--- config.mk ---
export PLATFORM = sky130hd
export DESIGN_NAME = cmp_event_unit
export DESIGN_NICKNAME = d
export VERILOG_FILES = /design/src/rtl/cmp_evt_pkg.sv /design/src/rtl/cmp_evt_counter.sv /design/src/rtl/cmp_evt_channel.sv /design/src/rtl/cmp_evt_regs.sv /design/src/rtl/cmp_event_unit.sv
export SDC_FILE = /design/constraint.sdc
export NUM_CORES = 1
export LEC_CHECK = 0
export BUFFER_PORTS_ARGS = -buffer_cell sky130_fd_sc_hd__buf_2
export CELL_PAD_IN_SITES_DETAIL_PLACEMENT = 0
export CELL_PAD_IN_SITES_GLOBAL_PLACEMENT = 1
export CORE_MARGIN = 2
export CORE_UTILIZATION = 30
export CTS_CLUSTER_DIAMETER = 50
export CTS_CLUSTER_SIZE = 20
export DETAILED_ROUTE_END_ITERATION = 8
export PLACE_DENSITY = 0.58
export SETUP_SLACK_MARGIN = 0.02
export SYNTH_ARGS = -nofsm -noshare
export SYNTH_HDL_FRONTEND = slang
export SYNTH_SLANG_ARGS = --single-unit
export TNS_END_PERCENT = 10
--- constraint.sdc ---
create_clock -name clk -period 9.7 [get_ports clk]
set_clock_uncertainty 0.15 [all_clocks]
set_input_delay 1.94 -clock clk [delete_from_list [all_inputs] [get_ports clk]]
set_output_delay 1.94 -clock clk [all_outputs]
set_load 0.05 [all_outputs]
--- src/rtl/cmp_evt_pkg.sv ---
package cmp_evt_pkg;

    // Per-channel compare state
    typedef enum logic [1:0] {
        CH_IDLE  = 2'd0,
        CH_ARMED = 2'd1,
        CH_SPENT = 2'd2
    } ch_state_e;

    // Register byte addresses; compare bank starts at 0x60, one word apart
    localparam int ADR_COUNT    = 'h00;
    localparam int ADR_CH_EN    = 'h04;
    localparam int ADR_HIT      = 'h08;
    localparam int ADR_ARMED    = 'h0C;
    localparam int ADR_CMP_BASE = 'h60;
    localparam int CMP_STRIDE   = 4;

endpackage

--- src/rtl/cmp_evt_counter.sv ---
module cmp_evt_counter #(
    parameter int CNT_W = 32
) (
    input  logic             clk,
    input  logic             rst_n,
    input  logic             ld,
    input  logic [CNT_W-1:0] ld_val,
    output logic [CNT_W-1:0] cnt_q,
    output logic [CNT_W-1:0] cnt_d,
    output logic             wrap_q
);
    localparam logic [CNT_W-1:0] CNT_ONE = {{(CNT_W-1){1'b0}}, 1'b1};
    localparam logic [CNT_W-1:0] CNT_MAX = '1;

    logic wrap_d;

    // Next count is visible to the compare channels on the same edge
    always_comb begin
        cnt_d  = ld ? ld_val : (cnt_q + CNT_ONE);
        wrap_d = !ld && (cnt_q == CNT_MAX);
    end

    always_ff @(posedge clk or negedge rst_n) begin
        if (!rst_n) begin
            cnt_q  <= '0;
            wrap_q <= 1'b0;
        end else begin
            cnt_q  <= cnt_d;
            wrap_q <= wrap_d;
        end
    end

    AST_CNT_STEP: assert property (@(posedge clk) disable iff (!rst_n)
        !ld |=> (cnt_q == $past(cnt_q) + CNT_ONE));
    AST_CNT_LOAD: assert property (@(posedge clk) disable iff (!rst_n)
        ld |=> (cnt_q == $past(ld_val)));
    AST_WRAP_ZERO: assert property (@(posedge clk) disable iff (!rst_n)
        wrap_q |-> (cnt_q == '0));
    AST_WRAP_PULSE: assert property (@(posedge clk) disable iff (!rst_n)
        wrap_q |=> !wrap_q);

endmodule

--- src/rtl/cmp_evt_channel.sv ---
module cmp_evt_channel
    import cmp_evt_pkg::*;
#(
    parameter int CNT_W = 32
) (
    input  logic             clk,
    input  logic             rst_n,
    input  logic             wr,
    input  logic [CNT_W-1:0] wdata,
    input  logic             en,
    input  logic [CNT_W-1:0] cnt_d,
    input  logic [CNT_W-1:0] cnt_q,
    output logic [CNT_W-1:0] cmp_q,
    output logic             armed,
    output logic             fire_q
);
    ch_state_e state_q, state_d;
    logic      hit_now;
    logic      fire_d;

    // Match when the counter takes the compare value on this edge
    always_comb begin
        hit_now = (cnt_d == cmp_q);
    end

    // Next-state logic; a compare write outranks a match
    always_comb begin
        state_d = state_q;
        unique case (state_q)
            CH_IDLE: begin
                if (wr) state_d = CH_ARMED;
            end
            CH_ARMED: begin
                if (wr)                 state_d = CH_ARMED;
                else if (en && hit_now) state_d = CH_SPENT;
            end
            CH_SPENT: begin
                if (wr) state_d = CH_ARMED;
            end
            default: state_d = CH_IDLE;
        endcase
    end

    always_comb begin
        fire_d = (state_q == CH_ARMED) && !wr && en && hit_now;
        armed  = (state_q == CH_ARMED);
    end

    // State register
    always_ff @(posedge clk or negedge rst_n) begin
        if (!rst_n) state_q <= CH_IDLE;
        else        state_q <= state_d;
    end

    // Output and compare-value registers
    always_ff @(posedge clk or negedge rst_n) begin
        if (!rst_n) begin
            fire_q <= 1'b0;
            cmp_q  <= '0;
        end else begin
            fire_q <= fire_d;
            if (wr) cmp_q <= wdata;
        end
    end

    AST_FIRE_MATCH: assert property (@(posedge clk) disable iff (!rst_n)
        fire_q |-> (cnt_q == cmp_q));
    AST_FIRE_SINGLE: assert property (@(posedge clk) disable iff (!rst_n)
        fire_q |=> !fire_q);
    AST_SPENT_QUIET: assert property (@(posedge clk) disable iff (!rst_n)
        (state_q == CH_SPENT && !wr) |=> !fire_q);
    AST_IDLE_QUIET: assert property (@(posedge clk) disable iff (!rst_n)
        (state_q == CH_IDLE && !wr) |=> !fire_q);
    AST_WRITE_ARMS: assert property (@(posedge clk) disable iff (!rst_n)
        wr |=> (state_q == CH_ARMED));
    AST_OFF_QUIET: assert property (@(posedge clk) disable iff (!rst_n)
        !en |=> !fire_q);
    AST_OFF_HOLD: assert property (@(posedge clk) disable iff (!rst_n)
        (state_q == CH_ARMED && !en) |=> (state_q == CH_ARMED));

endmodule

--- src/rtl/cmp_evt_regs.sv ---
module cmp_evt_regs
    import cmp_evt_pkg::*;
#(
    parameter int NUM_CH = 8,
    parameter int CNT_W  = 32,
    parameter int ADDR_W = 8
) (
    input  logic                         clk,
    input  logic                         rst_n,
    input  logic [ADDR_W-1:0]            bus_addr,
    input  logic                         bus_wr,
    input  logic [NUM_CH-1:0]            wr_bits,
    input  logic [CNT_W-1:0]             cnt_q,
    input  logic [NUM_CH-1:0][CNT_W-1:0] cmp_vals,
    input  logic [NUM_CH-1:0]            armed,
    input  logic [NUM_CH-1:0]            fire,
    output logic [CNT_W-1:0]             bus_rdata,
    output logic                         cnt_ld,
    output logic [NUM_CH-1:0]            cmp_wr,
    output logic [NUM_CH-1:0]            ch_en
);
    localparam logic [ADDR_W-1:0] A_COUNT = ADDR_W'(ADR_COUNT);
    localparam logic [ADDR_W-1:0] A_CH_EN = ADDR_W'(ADR_CH_EN);
    localparam logic [ADDR_W-1:0] A_HIT   = ADDR_W'(ADR_HIT);
    localparam logic [ADDR_W-1:0] A_ARMED = ADDR_W'(ADR_ARMED);

    logic              sel_cnt, sel_en, sel_hit, sel_arm;
    logic [NUM_CH-1:0] sel_cmp;
    logic [NUM_CH-1:0] ch_en_q;
    logic [NUM_CH-1:0] hit_q, hit_d, clr_mask;

    always_comb begin
        sel_cnt = (bus_addr == A_COUNT);
        sel_en  = (bus_addr == A_CH_EN);
        sel_hit = (bus_addr == A_HIT);
        sel_arm = (bus_addr == A_ARMED);
    end

    generate
        for (genvar gi = 0; gi < NUM_CH; gi++) begin : g_cmp_dec
            localparam logic [ADDR_W-1:0] A_CMP = ADDR_W'(ADR_CMP_BASE + CMP_STRIDE * gi);
            assign sel_cmp[gi] = (bus_addr == A_CMP);
            assign cmp_wr[gi]  = bus_wr && sel_cmp[gi];
        end
    endgenerate

    always_comb begin
        cnt_ld   = bus_wr && sel_cnt;
        clr_mask = (bus_wr && sel_hit) ? wr_bits : '0;
        // A fire in the same cycle as a clear keeps the flag set
        hit_d    = (hit_q & ~clr_mask) | fire;
        ch_en    = ch_en_q;
    end

    always_ff @(posedge clk or negedge rst_n) begin
        if (!rst_n) begin
            ch_en_q <= '0;
            hit_q   <= '0;
        end else begin
            if (bus_wr && sel_en) ch_en_q <= wr_bits;
            hit_q <= hit_d;
        end
    end

    always_comb begin
        bus_rdata = '0;
        if (sel_cnt) bus_rdata = cnt_q;
        if (sel_en)  bus_rdata = CNT_W'(ch_en_q);
        if (sel_hit) bus_rdata = CNT_W'(hit_q);
        if (sel_arm) bus_rdata = CNT_W'(armed);
        for (int i = 0; i < NUM_CH; i++) begin
            if (sel_cmp[i]) bus_rdata = cmp_vals[i];
        end
    end

    AST_HIT_STICKY: assert property (@(posedge clk) disable iff (!rst_n)
        1'b1 |=> ((hit_q & $past(hit_q & ~clr_mask)) == $past(hit_q & ~clr_mask)));
    AST_HIT_SET: assert property (@(posedge clk) disable iff (!rst_n)
        (|fire) |=> ((hit_q & $past(fire)) == $past(fire)));

endmodule

--- src/rtl/cmp_event_unit.sv ---
module cmp_event_unit
    import cmp_evt_pkg::*;
#(
    parameter int NUM_CH = 8,
    parameter int CNT_W  = 32,
    parameter int ADDR_W = 8
) (
    input  logic              clk,
    input  logic              rst_n,
    input  logic [ADDR_W-1:0] bus_addr,
    input  logic              bus_wr,
    input  logic [CNT_W-1:0]  bus_wdata,
    output logic [CNT_W-1:0]  bus_rdata,
    output logic [NUM_CH-1:0] evt_hit,
    output logic              cmp_irq,
    output logic              wrap_irq
);
    logic [CNT_W-1:0]             cnt_q, cnt_d;
    logic                         cnt_ld;
    logic [NUM_CH-1:0]            cmp_wr, ch_en, armed, fire;
    logic [NUM_CH-1:0][CNT_W-1:0] cmp_vals;

    cmp_evt_counter #(.CNT_W(CNT_W)) u_counter (
        .clk    (clk),
        .rst_n  (rst_n),
        .ld     (cnt_ld),
        .ld_val (bus_wdata),
        .cnt_q  (cnt_q),
        .cnt_d  (cnt_d),
        .wrap_q (wrap_irq)
    );

    generate
        for (genvar gc = 0; gc < NUM_CH; gc++) begin : g_ch
            cmp_evt_channel #(.CNT_W(CNT_W)) u_ch (
                .clk    (clk),
                .rst_n  (rst_n),
                .wr     (cmp_wr[gc]),
                .wdata  (bus_wdata),
                .en     (ch_en[gc]),
                .cnt_d  (cnt_d),
                .cnt_q  (cnt_q),
                .cmp_q  (cmp_vals[gc]),
                .armed  (armed[gc]),
                .fire_q (fire[gc])
            );
        end
    endgenerate

    cmp_evt_regs #(.NUM_CH(NUM_CH), .CNT_W(CNT_W), .ADDR_W(ADDR_W)) u_regs (
        .clk       (clk),
        .rst_n     (rst_n),
        .bus_addr  (bus_addr),
        .bus_wr    (bus_wr),
        .wr_bits   (bus_wdata[NUM_CH-1:0]),
        .cnt_q     (cnt_q),
        .cmp_vals  (cmp_vals),
        .armed     (armed),
        .fire      (fire),
        .bus_rdata (bus_rdata),
        .cnt_ld    (cnt_ld),
        .cmp_wr    (cmp_wr),
        .ch_en     (ch_en)
    );

    always_comb begin
        evt_hit = fire;
        cmp_irq = |fire;
    end

    AST_IRQ_QUIET: assert property (@(posedge clk) disable iff (!rst_n)
        (ch_en == '0) |=> !cmp_irq);

endmodule

==> results by group <==
Synthesis
  • Adder and majority gate portion of the synthesized area: less than 1%
  • Post-synthesis mux area share: under 10%
  • Area fraction in compound gates after synthesis: about a quarter
  • Post-synthesis xor/xnor area fraction: 9.90%
  • Most frequent cells after synthesis: sky130_fd_sc_hd__dfrtp_1 (329), sky130_fd_sc_hd__nand2_1 (310), sky130_fd_sc_hd__o21ai_0 (275), sky130_fd_sc_hd__clkbuf_1 (197), sky130_fd_sc_hd__nor2_1 (137)
  • Leading cell types by total area after synthesis: sky130_fd_sc_hd__dfrtp_1 (37%), sky130_fd_sc_hd__o21ai_0 (6.1%), sky130_fd_sc_hd__xnor2_1 (5.2%), sky130_fd_sc_hd__nand2_1 (5.2%), sky130_fd_sc_hd__mux2_2 (4.4%)
  • Flop and latch count out of synthesis: between 300 and 400
  • Yosys Warn Count: 0
  • Sequential fraction of the synthesis area: 36.7%
  • Most frequently used flop master after synthesis: sky130_fd_sc_hd__dfrtp_1
  • Cell accounting for the most synthesized area: sky130_fd_sc_hd__dfrtp_1
  • EDFF count, synth: 0
  • Area share of the largest cell type after synthesis: between 30% and 40%
  • Post-synthesis simple-gate area fraction: 18.9%
  • Dominant combinational cell family by area after synthesis: compound AO/OA/AOI/OAI gates
  • Count of cell types in the netlist: 90
  • Avg Cell Area, Syn: between 8 and 9 um^2
  • Proportion of synthesized flip-flops having asynchronous set or reset: 100%
  • Synthesized net count: around 2700
  • Synthesized instance count: around 2600
  • Most frequent cell after synthesis: sky130_fd_sc_hd__dfrtp_1
  • Cell area after technology mapping: 22500 um^2

Worst hold path
  • Worst Hold Launch: g_ch[0].u_ch.state_q[0]$_DFFE_PN0P_
  • Class of the worst hold path: reg2reg

Placed design
  • Final HPWL from detailed placement: about 130000 um
  • Routability Congestion: 1.08
  • IO buf count: 84

GRT
  • Total congestion overflow: 0
  • Number of global-route vias before repair: 22400
  • GRT Util Overall: 42.6%
  • Maximum number of pins on one net before global-route repair: 150
  • First-pass GRT wire length: ~220000 um
  • Number of antenna violations at the first check in global routing: 9

Detailed routing
  • Total number of vias: between 20000 and 25000
  • Mean number of vias per cell: approximately 6.7
  • DRC Markers: 0
  • Post-DR wirelength/cell: 46.0 um
  • DRT antenna net count: 0
  • Starting DRT DRC Count: around 4500
  • Initial DRT Pass Iterations: 9
  • Routed wire length: 168000 um

Status
  • Outcome: finished clean

Clocking
  • H-tree Lvls: 2
  • Number of gates given a new drive strength after cts: 0
  • Worst-case clock buffer depth: 3
  • Number of buffers inserted by post-CTS setup repair: 0
  • Clk root buf: sky130_fd_sc_hd__clkbuf_16
  • TritonCTS Buffers: 47
  • CTS tree: built
  • Clock latency of the later-clocked register in the worst-skew pair: approximately 620 ps
  • CTS hold repair buffers: 0
  • CTS sink count: ~330
  • Clk pin slew, worst setup/hold paths: ~70 ps

Cells and area
  • Core utilization of the finished layout: around 35%
  • Fill cells: about 7900
  • Synthesis-to-layout area growth: 14.7%
  • NumNets Final: around 2700
  • Share of post-route cells with drive strength above 1: ~15%

Pwr
  • Reported leakage power: approximately 11 nW
  • Power share of the clock group: 40.9%
  • Power density relative to cell area: 180 nW/um^2
  • Sequential Power Share: between 30% and 40%
  • Logic gate share of total power: a little under a quarter
  • Switching power: between 1.5 and 2 mW
  • Worst vdd rail ir drop: between 0.0001 and 0.00015 V
  • Tot Pwr: roughly 4.6 mW
  • P_int: around 2.8 mW
  • Fraction of power spent switching nets: 38.9%

Setup path
  • Critical Path, Cell by Cell: buf_2 -> nand2b_1 -> or3_1 -> nor2_4 -> buf_4 -> a222oi_1 -> nand3_1 -> o21ai_0 -> a31oi_1 -> buf_2
  • Delay of the slowest cell on the worst path: roughly 730 ps
  • Critical path peak fanout: 20
  • Launching element type of the critical path: primary input
  • Worst path bufs/invs: 3
  • Largest delay contributor family on the critical path: simple AND/OR/NAND/NOR gates
  • Class of the most critical setup path: in2out
  • Data arrival time of the critical path: 5110 ps
  • Slowest stage cell on the critical path: sky130_fd_sc_hd__nor2_4
  • Reg-to-reg startpoint: u_counter.cnt_q[0]$_DFF_PN0_
  • Crit path launch: bus_addr[3]
  • Most prevalent standard cell on the critical path: sky130_fd_sc_hd__buf_2
  • Required arrival time at the worst endpoint: around 7600 ps
  • Type of element capturing the critical path: primary output

Timing
  • Relative slew slack: under 10%
  • Share of the clock period used by the worst path after layout: 74.2%
  • Achievable clock frequency: 139 MHz
  • Measured slew at the worst slew-check pin: between 1000 and 1500 ps
  • Final Hold Fails: 0
  • Summed negative setup slack over all endpoints: 0 ps
  • Post-route worst hold slack: ~330 ps
  • Minimum period implied by the final worst setup slack: 7200 ps
  • Number of max-slew violations in the final report: 0
  • Setup repair after global routing missed its margin: false
  • Setup violation total in the final timing report: 0

Floorplan
  • Die outline width: between 200 and 300 um
  • Floorplan row count: 100
  • Area enclosed by the die boundary: ~77000 um^2
  • DIE HEIGHT: roughly 280 um
  • Ports placed on the boundary: 85
  • Starting Density: a little under a third
  • Area of the core region: 74300 um^2

Flow run
  • Max-cap violation count: 0
-- registers in the layout, indices dropped and copies added, names as in the netlist --
register and cells:
u_counter.cnt_q 32, u_regs.ch_en 8, u_counter.wrap_q 1, g_ch.u_ch.fire_q 8, u_regs.hit_q 8, g_ch.u_ch.cmp_q 256
g_ch.u_ch.state_q 16
-- routing by layer --
layer | vias up | track usage (%) | share of wire [%]
li1 | 9774 | - | -
met1 | 12500 | 58.0 | 41
met2 | 1738 | 63.7 | 43
met3 | 366 | 9.02 | 10
met4 | 6 | 21.1 | 6.0
met5 | - | 0 | 0.027
-- cell type report --
type                    instances  area [um^2]  area share [%]
inverters                      90          338            1.31
multi-input cells            1985        13000            50.6
clock buffers                  51         1230            4.78
diodes                          6         15.0          0.0583
flip-flops and latches        329         8230            32.0
well taps                     969         1210            4.71
repair buffers                184         1210            4.69
clock inverters                36          493            1.91
-- worst reg2reg max path, delay by kind of cell, from the launching register on --
| family | cells | cell delay (ps) |
|---|---|---|
| AO/OA/AOI/OAI | 4 | 1850 |
| flip-flops | 1 | 680 |
| AND/OR/NAND/NOR | 5 | 3450 |
-- path summary, 6_finish.rpt --
path                                                  endpoint  slack, ps  depth (start not counted)
min reg2reg                g_ch[0].u_ch.state_q[1]$_DFFE_PN0P_        330                          1
min                        g_ch[0].u_ch.state_q[1]$_DFFE_PN0P_        330                          1
min in group asynchronous   g_ch[6].u_ch.cmp_q[18]$_DFFE_PN0P_       1090                          1
max in group asynchronous    g_ch[0].u_ch.cmp_q[8]$_DFFE_PN0P_       6900                          2
max                                              bus_rdata[23]       2500                         10
max reg2reg                g_ch[6].u_ch.state_q[0]$_DFFE_PN0P_       3490                          9
-- cells by family (layout without fill, tap and decap cells) --
logic type	Yosys count	in the layout
AO/OA/AOI/OAI	795	795
XOR/XNOR	249	249
adder cells (fa/ha/maj)	1	1
buffers and inverters	334	361
flip-flops	329	329
multiplexers	93	93
other	0	6
AND/OR/NAND/NOR	847	847
-- layout by cell type, fill, tap and decap left out, types with 44 or more instances in the layout --
cell,n
sky130_fd_sc_hd__a22oi_1,53
sky130_fd_sc_hd__inv_1,88
sky130_fd_sc_hd__nand4_1,47
sky130_fd_sc_hd__xor2_1,113
sky130_fd_sc_hd__nand2_1,308
sky130_fd_sc_hd__clkbuf_16,48
sky130_fd_sc_hd__buf_2,83
sky130_fd_sc_hd__o22ai_1,44
sky130_fd_sc_hd__buf_4,97
sky130_fd_sc_hd__a21oi_1,84
sky130_fd_sc_hd__o21ai_0,275
sky130_fd_sc_hd__nor2_1,128
sky130_fd_sc_hd__nor4_1,44
sky130_fd_sc_hd__xnor2_1,133
sky130_fd_sc_hd__nand3_1,76
sky130_fd_sc_hd__a222oi_1,45
sky130_fd_sc_hd__nor3_1,52
sky130_fd_sc_hd__dfrtp_1,329
sky130_fd_sc_hd__mux2_2,88
-- power by group through the flow --
stage / combinational [mW] / sequential [mW] / clock (mW)
6_report: 1.09 / 1.65 / 1.90
5_1_grt: 1.10 / 1.65 / 1.97
4_1_cts: 1.04 / 1.64 / 1.93
2_1_floorplan: 0.562 / 1.53 / 0
3_5_place_dp: 1.04 / 1.66 / 0
3_3_place_gp: 1.05 / 1.67 / 0
-- per-stage QoR --
stage	cells	setup WS (ps)	area (um^2)
2_1_floorplan	2648	2940	22500
3_3_place_gp	3556	2670	24000
3_5_place_dp	3557	2630	24000
4_1_cts	3644	2560	25700
5_1_grt	3644	2540	25700
6_report	3650	2500	25800
Power figures use the tool's default switching activity.
